**config.mk**
```make
export PLATFORM = sky130hd
export DESIGN_NAME = mbx_rx_fifo
export DESIGN_NICKNAME = d
export VERILOG_FILES = /design/src/rtl/mbx_rx_pkg.sv /design/src/rtl/mbx_rx_store.sv /design/src/rtl/mbx_rx_irq.sv /design/src/rtl/mbx_rx_fifo.sv
export SDC_FILE = /design/constraint.sdc
export NUM_CORES = 1
export LEC_CHECK = 0
export BUFFER_PORTS_ARGS = -buffer_cell sky130_fd_sc_hd__buf_2
export CAP_MARGIN = 0
export CORE_ASPECT_RATIO = 0.5
export CORE_UTILIZATION = 40
export CTS_CLUSTER_DIAMETER = 40
export CTS_CLUSTER_SIZE = 20
export DETAILED_ROUTE_END_ITERATION = 8
export SETUP_SLACK_MARGIN = 0.05
export SYNTH_ARGS = -nofsm -noshare
export SYNTH_HDL_FRONTEND = slang
export SYNTH_HIERARCHICAL = 1
export SYNTH_SLANG_ARGS = --single-unit
```
**constraint.sdc**
```tcl
create_clock -name clk -period 8.45 [get_ports clk]
set_clock_uncertainty 0.15 [all_clocks]
set_input_delay 0.4225 -clock clk [delete_from_list [all_inputs] [get_ports clk]]
set_output_delay 0.4225 -clock clk [all_outputs]
set_load 0.02 [all_outputs]
```
**src/rtl/mbx_rx_pkg.sv**
```systemverilog
// Package: shared widths, register offsets and the message record for the
// mailbox receive queue. Assumes a 6-bit byte-offset register window.
package mbx_rx_pkg;
    localparam int ID_W   = 3;
    localparam int WORD_W = 32;
    localparam int MASK_W = 5;
    localparam int ADDR_W = 6;
    localparam int POS_W  = 8;

    localparam logic [ADDR_W-1:0] OFS_CHAN  = 6'h00;
    localparam logic [ADDR_W-1:0] OFS_LO    = 6'h04;
    localparam logic [ADDR_W-1:0] OFS_HI    = 6'h08;
    localparam logic [ADDR_W-1:0] OFS_POP   = 6'h0C;
    localparam logic [ADDR_W-1:0] OFS_CLR   = 6'h10;
    localparam logic [ADDR_W-1:0] OFS_STAT  = 6'h14;
    localparam logic [ADDR_W-1:0] OFS_IPEND = 6'h18;
    localparam logic [ADDR_W-1:0] OFS_IMASK = 6'h1C;
    localparam logic [ADDR_W-1:0] OFS_CAP   = 6'h24;

    typedef struct packed {
        logic [ID_W-1:0]   chan;
        logic [WORD_W-1:0] hi;
        logic [WORD_W-1:0] lo;
    } msg_t;
endpackage

```
**src/rtl/mbx_rx_store.sv**
```systemverilog
// Module: circular message storage with read/write positions and a full flag.
// Assumes the caller never pushes when full and never pops when empty;
// a clear has priority over both.
module mbx_rx_store
    import mbx_rx_pkg::*;
#(
    parameter int DEPTH = 8,
    localparam int AW = (DEPTH > 1) ? $clog2(DEPTH) : 1
) (
    input  logic          clk,
    input  logic          rst_n,
    input  logic          push_en,
    input  logic          pop_en,
    input  logic          clr_en,
    input  msg_t          push_msg,
    output msg_t          head_msg,
    output logic [AW-1:0] wr_pos,
    output logic [AW-1:0] rd_pos,
    output logic          full,
    output logic          empty
);
    localparam logic [AW-1:0] LAST = AW'(DEPTH - 1);

    msg_t          slots [DEPTH];
    logic [AW-1:0] wr_nxt;
    logic [AW-1:0] rd_nxt;

    // Next positions, wrapping at the last slot.
    always_comb begin
        wr_nxt = (wr_pos == LAST) ? '0 : wr_pos + 1'b1;
        rd_nxt = (rd_pos == LAST) ? '0 : rd_pos + 1'b1;
    end

    // Message slots; written only by an accepted push.
    always_ff @(posedge clk) begin
        if (push_en && !clr_en) slots[wr_pos] <= push_msg;
    end

    // Positions and full flag.
    always_ff @(posedge clk) begin
        if (!rst_n || clr_en) begin
            wr_pos <= '0;
            rd_pos <= '0;
            full   <= 1'b0;
        end else begin
            if (push_en) wr_pos <= wr_nxt;
            if (pop_en)  rd_pos <= rd_nxt;
            if (push_en && !pop_en && (wr_nxt == rd_pos)) full <= 1'b1;
            else if (pop_en && !push_en)                  full <= 1'b0;
        end
    end

    // Head view and empty flag.
    always_comb begin
        empty    = (wr_pos == rd_pos) && !full;
        head_msg = slots[rd_pos];
    end
endmodule

```
**src/rtl/mbx_rx_irq.sv**
```systemverilog
// Module: interrupt mask register and pending bit for message arrival.
// Assumes push_fire marks an accepted push; a set beats a clear.
module mbx_rx_irq
    import mbx_rx_pkg::*;
(
    input  logic              clk,
    input  logic              rst_n,
    input  logic              mask_wr,
    input  logic [MASK_W-1:0] mask_wdata,
    input  logic              push_fire,
    input  logic              pend_clr,
    output logic [MASK_W-1:0] mask_q,
    output logic              pend_q,
    output logic              irq
);
    // Mask register, all sources masked out of reset.
    always_ff @(posedge clk) begin
        if (!rst_n)       mask_q <= '1;
        else if (mask_wr) mask_q <= mask_wdata;
    end

    // Pending bit: set by an unmasked push, cleared by software.
    always_ff @(posedge clk) begin
        if (!rst_n)                       pend_q <= 1'b0;
        else if (push_fire && !mask_q[0]) pend_q <= 1'b1;
        else if (pend_clr)                pend_q <= 1'b0;
    end

    // Interrupt line.
    always_comb irq = pend_q && !mask_q[0];
endmodule

```
**src/rtl/mbx_rx_fifo.sv**
```systemverilog
// Module: top of the mailbox receive queue. Decodes register writes into
// pop, clear, mask and interrupt-clear actions and muxes register reads.
// Assumes bus_wr is a one-cycle strobe; reads are combinational.
module mbx_rx_fifo
    import mbx_rx_pkg::*;
#(
    parameter int DEPTH = 8,
    localparam int AW = (DEPTH > 1) ? $clog2(DEPTH) : 1
) (
    input  logic        clk,
    input  logic        rst_n,
    input  logic        in_valid,
    output logic        in_ready,
    input  logic [2:0]  in_chan,
    input  logic [31:0] in_lo,
    input  logic [31:0] in_hi,
    input  logic        bus_wr,
    input  logic [5:0]  bus_addr,
    input  logic [31:0] bus_wdata,
    output logic [31:0] bus_rdata,
    output logic        irq
);
    msg_t              head_msg;
    msg_t              push_msg;
    logic [AW-1:0]     wr_pos;
    logic [AW-1:0]     rd_pos;
    logic              full;
    logic              empty;
    logic              clr_en;
    logic              pop_en;
    logic              push_fire;
    logic              mask_wr;
    logic              pend_clr;
    logic [MASK_W-1:0] mask_q;
    logic              pend_q;

    // Write decode and push handshake.
    always_comb begin
        clr_en    = bus_wr && (bus_addr == OFS_CLR) && (bus_wdata == '0);
        pop_en    = bus_wr && (bus_addr == OFS_POP) && bus_wdata[0] && !empty && !clr_en;
        mask_wr   = bus_wr && (bus_addr == OFS_IMASK);
        pend_clr  = bus_wr && (bus_addr == OFS_IPEND) && bus_wdata[0];
        in_ready  = !full && !clr_en;
        push_fire = in_valid && in_ready;
        push_msg  = '{chan: in_chan, hi: in_hi, lo: in_lo};
    end

    mbx_rx_store #(.DEPTH(DEPTH)) u_store (
        .clk      (clk),
        .rst_n    (rst_n),
        .push_en  (push_fire),
        .pop_en   (pop_en),
        .clr_en   (clr_en),
        .push_msg (push_msg),
        .head_msg (head_msg),
        .wr_pos   (wr_pos),
        .rd_pos   (rd_pos),
        .full     (full),
        .empty    (empty)
    );

    mbx_rx_irq u_irq (
        .clk        (clk),
        .rst_n      (rst_n),
        .mask_wr    (mask_wr),
        .mask_wdata (bus_wdata[MASK_W-1:0]),
        .push_fire  (push_fire),
        .pend_clr   (pend_clr),
        .mask_q     (mask_q),
        .pend_q     (pend_q),
        .irq        (irq)
    );

    // Register read mux.
    always_comb begin
        bus_rdata = '0;
        case (bus_addr)
            OFS_CHAN:  bus_rdata = empty ? '0 : 32'(head_msg.chan);
            OFS_LO:    bus_rdata = empty ? '0 : head_msg.lo;
            OFS_HI:    bus_rdata = empty ? '0 : head_msg.hi;
            OFS_STAT:  bus_rdata = {POS_W'(rd_pos), POS_W'(wr_pos), 15'b0, full};
            OFS_IPEND: bus_rdata = 32'(pend_q);
            OFS_IMASK: bus_rdata = 32'(mask_q);
            OFS_CAP:   bus_rdata = 32'(DEPTH - 1);
            default:   bus_rdata = '0;
        endcase
    end
endmodule

```
==> results.sh <==
export IMPL_dp_cells=1781
export IMPL_power_leakage_uw=0.00825
export IMPL_wirelength_mm=45.5
export IMPL_synth_cell_types=51
export IMPL_synth_seq_cells=552
export IMPL_powerDensity_nw_per_um2=216
export IMPL_critical_path_max_stage_delay_ns=0.73
export IMPL_cp_start_kind="flip-flop"
export IMPL_status="finished, final reports clean"
export IMPL_worstSetupEndpointType="output port"
export IMPL_vias=10300
export IMPL_antenna_left=0
export IMPL_grt_usage_pct=16.5
export IMPL_cts_buffers=46
export IMPL_cts_tree="done"
export IMPL_dr_pass1_iters=5
export IMPL_drc=0
export IMPL_crit_required_ns=7.88
export IMPL_rows=60
export IMPL_gp_congestion=0.823
export IMPL_clock_sinks=552
export IMPL_period_minus_slack_ns=4.57
export IMPL_fill_cells=4345
export IMPL_synthAdderAreaFrac_pct=0.228
export IMPL_crit_arrival_ns=4.00
export IMPL_rsz0062_at_grt="no"
export IMPL_cts_clk_slew_worst_paths_ns=0.07
export IMPL_fp_dieArea_um2=55900
export IMPL_worstSkewPairLatency_ns=0.56
export IMPL_clockBufferDepth=3
export IMPL_initial_core_util_pct=40.7
export IMPL_h_tree_depth=2
export IMPL_n_antenna_cell=0
export IMPL_fp_coreArea_um2=54000
export IMPL_die_h_um=168
export IMPL_ctsRootBufferMaster="clkbuf_16"
export IMPL_synth_compound_area_share_pct=1.65
export IMPL_place_area_um2=23400
export IMPL_critical_path_class="reg2out"
export IMPL_cp_cell_sequence="buf_12 -> mux4_2 -> mux2_2 -> and2b_1 -> o21a_1 -> a211oi_1 -> o32ai_1 -> buf_2"
export IMPL_worst_slew_pin_slew_ns=1.16
export IMPL_drtIter0Drc=810
export IMPL_nNetsFinal=1287
export IMPL_grt_overflow=0
export IMPL_synthMuxAreaShare_pct=18.9
export IMPL_ys_warn_count=6
export IMPL_hp_class="in2reg"
export IMPL_crit_slowest_cell="dfxtp_4"
export IMPL_routed_via_density=5.37
export IMPL_max_freq_ghz=0.219
export IMPL_ys_seq_area_share_pct=74.7
export IMPL_synth_simple_gate_area_share_pct=2.27
export IMPL_grt_max_degree=107
export IMPL_io_pins=143
export IMPL_critPathMaxFanout=106
export IMPL_fin_tns_setup_ns=0
export IMPL_port_buffers=142
export IMPL_synth_xor_area_share_pct=0.239
export IMPL_drive_gt1_share_pct=37.1
export IMPL_die_w_um=333
export IMPL_hold_viol_final=0
export IMPL_slew_headroom_pct=22.7
export IMPL_post_drt_wl_per_cell_um=23.7
export IMPL_grt_pass1_wl_mm=69.2
export IMPL_peakVddDrop_v=0.000123
export IMPL_synth_cells=960
export IMPL_synth_area_um2=22000
export IMPL_syn_nets=1073
export IMPL_finalSetupViolCount=0
export IMPL_syn_avg_cell_area_um2=22.9
export IMPL_max_cap_violations=0
export IMPL_fin_hold_ws_ns=0.0252
export IMPL_instances_no_fill=1922
export IMPL_dpl_hpwl_mm=26.1
export IMPL_synth_top_family_by_area="multiplexers"
export IMPL_grt_pass1_vias=11000
export IMPL_final_cell_area_um2=25500
export IMPL_area_delta_synth_final_pct=16.2
export IMPL_antenna_found_initial=0
export IMPL_fin_crit_sh_pct=54.1
export IMPL_cts_resized=0
export IMPL_drv_slew=0
==> flip-flops by register name (all words and copies together), names as in the netlist, named ones only <==
signal          flops
u_store/full        1
u_store/rd_pos      3
u_store/slots     536
u_irq/mask_q        5
u_irq/pend_q        1
u_store/wr_pos      3
==> logic make-up (layout without fill, tap and decap cells) <==
| kind of cell | Yosys count | count (layout) |
|---|---|---|
| adder cells (fa/ha/maj) | 4 | 4 |
| AND/OR/NAND/NOR | 91 | 91 |
| XOR/XNOR | 6 | 6 |
| flip-flops | 552 | 552 |
| multiplexers | 211 | 211 |
| AO/OA/AOI/OAI | 44 | 44 |
| buffers and inverters | 52 | 301 |
==> layout by cell type (no fill, tap or decap), types with 11 or more instances in the layout <==
| cell | instances |
|---|---|
| a22o_1 | 13 |
| buf_2 | 142 |
| buf_4 | 16 |
| clkbuf_16 | 47 |
| dfxtp_1 | 13 |
| dlygate4sd3_1 | 58 |
| edfxtp_1 | 536 |
| inv_6 | 11 |
| mux2_4 | 60 |
| mux4_1 | 16 |
| mux4_2 | 118 |
| nand2_1 | 26 |
| nor2_1 | 14 |
==> what timing repair did <==
action	CTS	global route
hold endpoints to repair	405	0
setup buffers	0	0
hold buffers	58	0
==> worst max-delay path, delay by kind of cell, from the launching register on <==
kind	cells	cell delay, ns
muxes	2	0.88
buffers and inverters	2	0.87
DFF	1	0.73
AOI/OAI and AO/OA	3	0.64
and+or+nand+nor	1	0.16
==> cells in the mapped netlist, drive strengths merged <==
library cell	number	area share (%)
and2	2	0.068
nor4	10	0.35
nor4b	3	0.12
and4b	1	0.046
o32ai	1	0.040
nor4bb	1	0.046
mux2	68	4.5
dfxtp	16	1.5
mux2i	9	0.41
a221o	1	0.046
edfxtp	536	73
clkbuf	13	0.26
a22o	22	0.93
o21a	2	0.068
a31o	1	0.040
buf	38	1.7
or3b	2	0.080
nor2b	2	0.057
a211oi	1	0.034
a21boi	1	0.034
nand2b	5	0.14
o21ai	2	0.046
xnor2	2	0.080
ha	4	0.23
nor3b	4	0.14
and3	2	0.057
or3	1	0.028
xor2	4	0.16
mux4	134	14
a22oi	9	0.31
nand4	3	0.085
a32oi	1	0.040
nand2	26	0.44
a21oi	3	0.068
inv	1	0.017
and3b	1	0.040
nor3	4	0.091
nand3b	2	0.068
nor2	20	0.34
and2b	2	0.068
==> routing by layer <==
| metal | vias up | track usage (%) | wire length (µm) |
|---|---|---|---|
| met5 | - | 0.340 | 0 |
| met4 | 0 | 3.89 | 799 |
| met3 | 60 | 2.61 | 1680 |
| met2 | 192 | 27.2 | 22600 |
| met1 | 5549 | 23.0 | 20500 |
| li1 | 4511 | - | - |
==> path summary, 6_finish.rpt <==
kind,slack [ns],start,cells past startpoint,to
max,3.88,flip-flop,8,bus_rdata[0]
min,0.03,in_chan[2],1,u_store/slots[3][66]
max reg2reg,4.52,u_store/full,4,u_store/slots[3][41]
min reg2reg,0.34,u_irq/mask_q[3],2,u_irq/mask_q[3]
==> power breakdown <==
part	switching [µW]	internal, µW	leakage, µW
registers	16.4	3070	0.00500
clock network	1030	1150	0.000755
logic	135	114	0.00250
==> stage by stage <==
stage / power, µW / worst slack (ns) / utilization [%]
floorplan: 3270 / 2.65 / -
global placement: 3360 / 4.02 / 43.3
detailed placement: 3380 / 3.74 / 43.3
CTS: 5570 / 3.79 / 47.3
global route: 5690 / 3.67 / 47.3
finish: 5510 / 3.88 / 47.3
==> area by class of cell <==
| class | count | area, µm² | area share (%) |
|---|---|---|---|
| clock buffers | 47 | 1180 | 4.61 |
| multi-input cells | 356 | 5200 | 20.4 |
| well taps | 713 | 892 | 3.50 |
| inverters | 1 | 3.75 | 0.0147 |
| flip-flops and latches | 552 | 16400 | 64.4 |
| clock inverters | 36 | 388 | 1.52 |
| repair buffers | 217 | 1430 | 5.61 |
No activity file was read; power rests on OpenSTA's default activity.
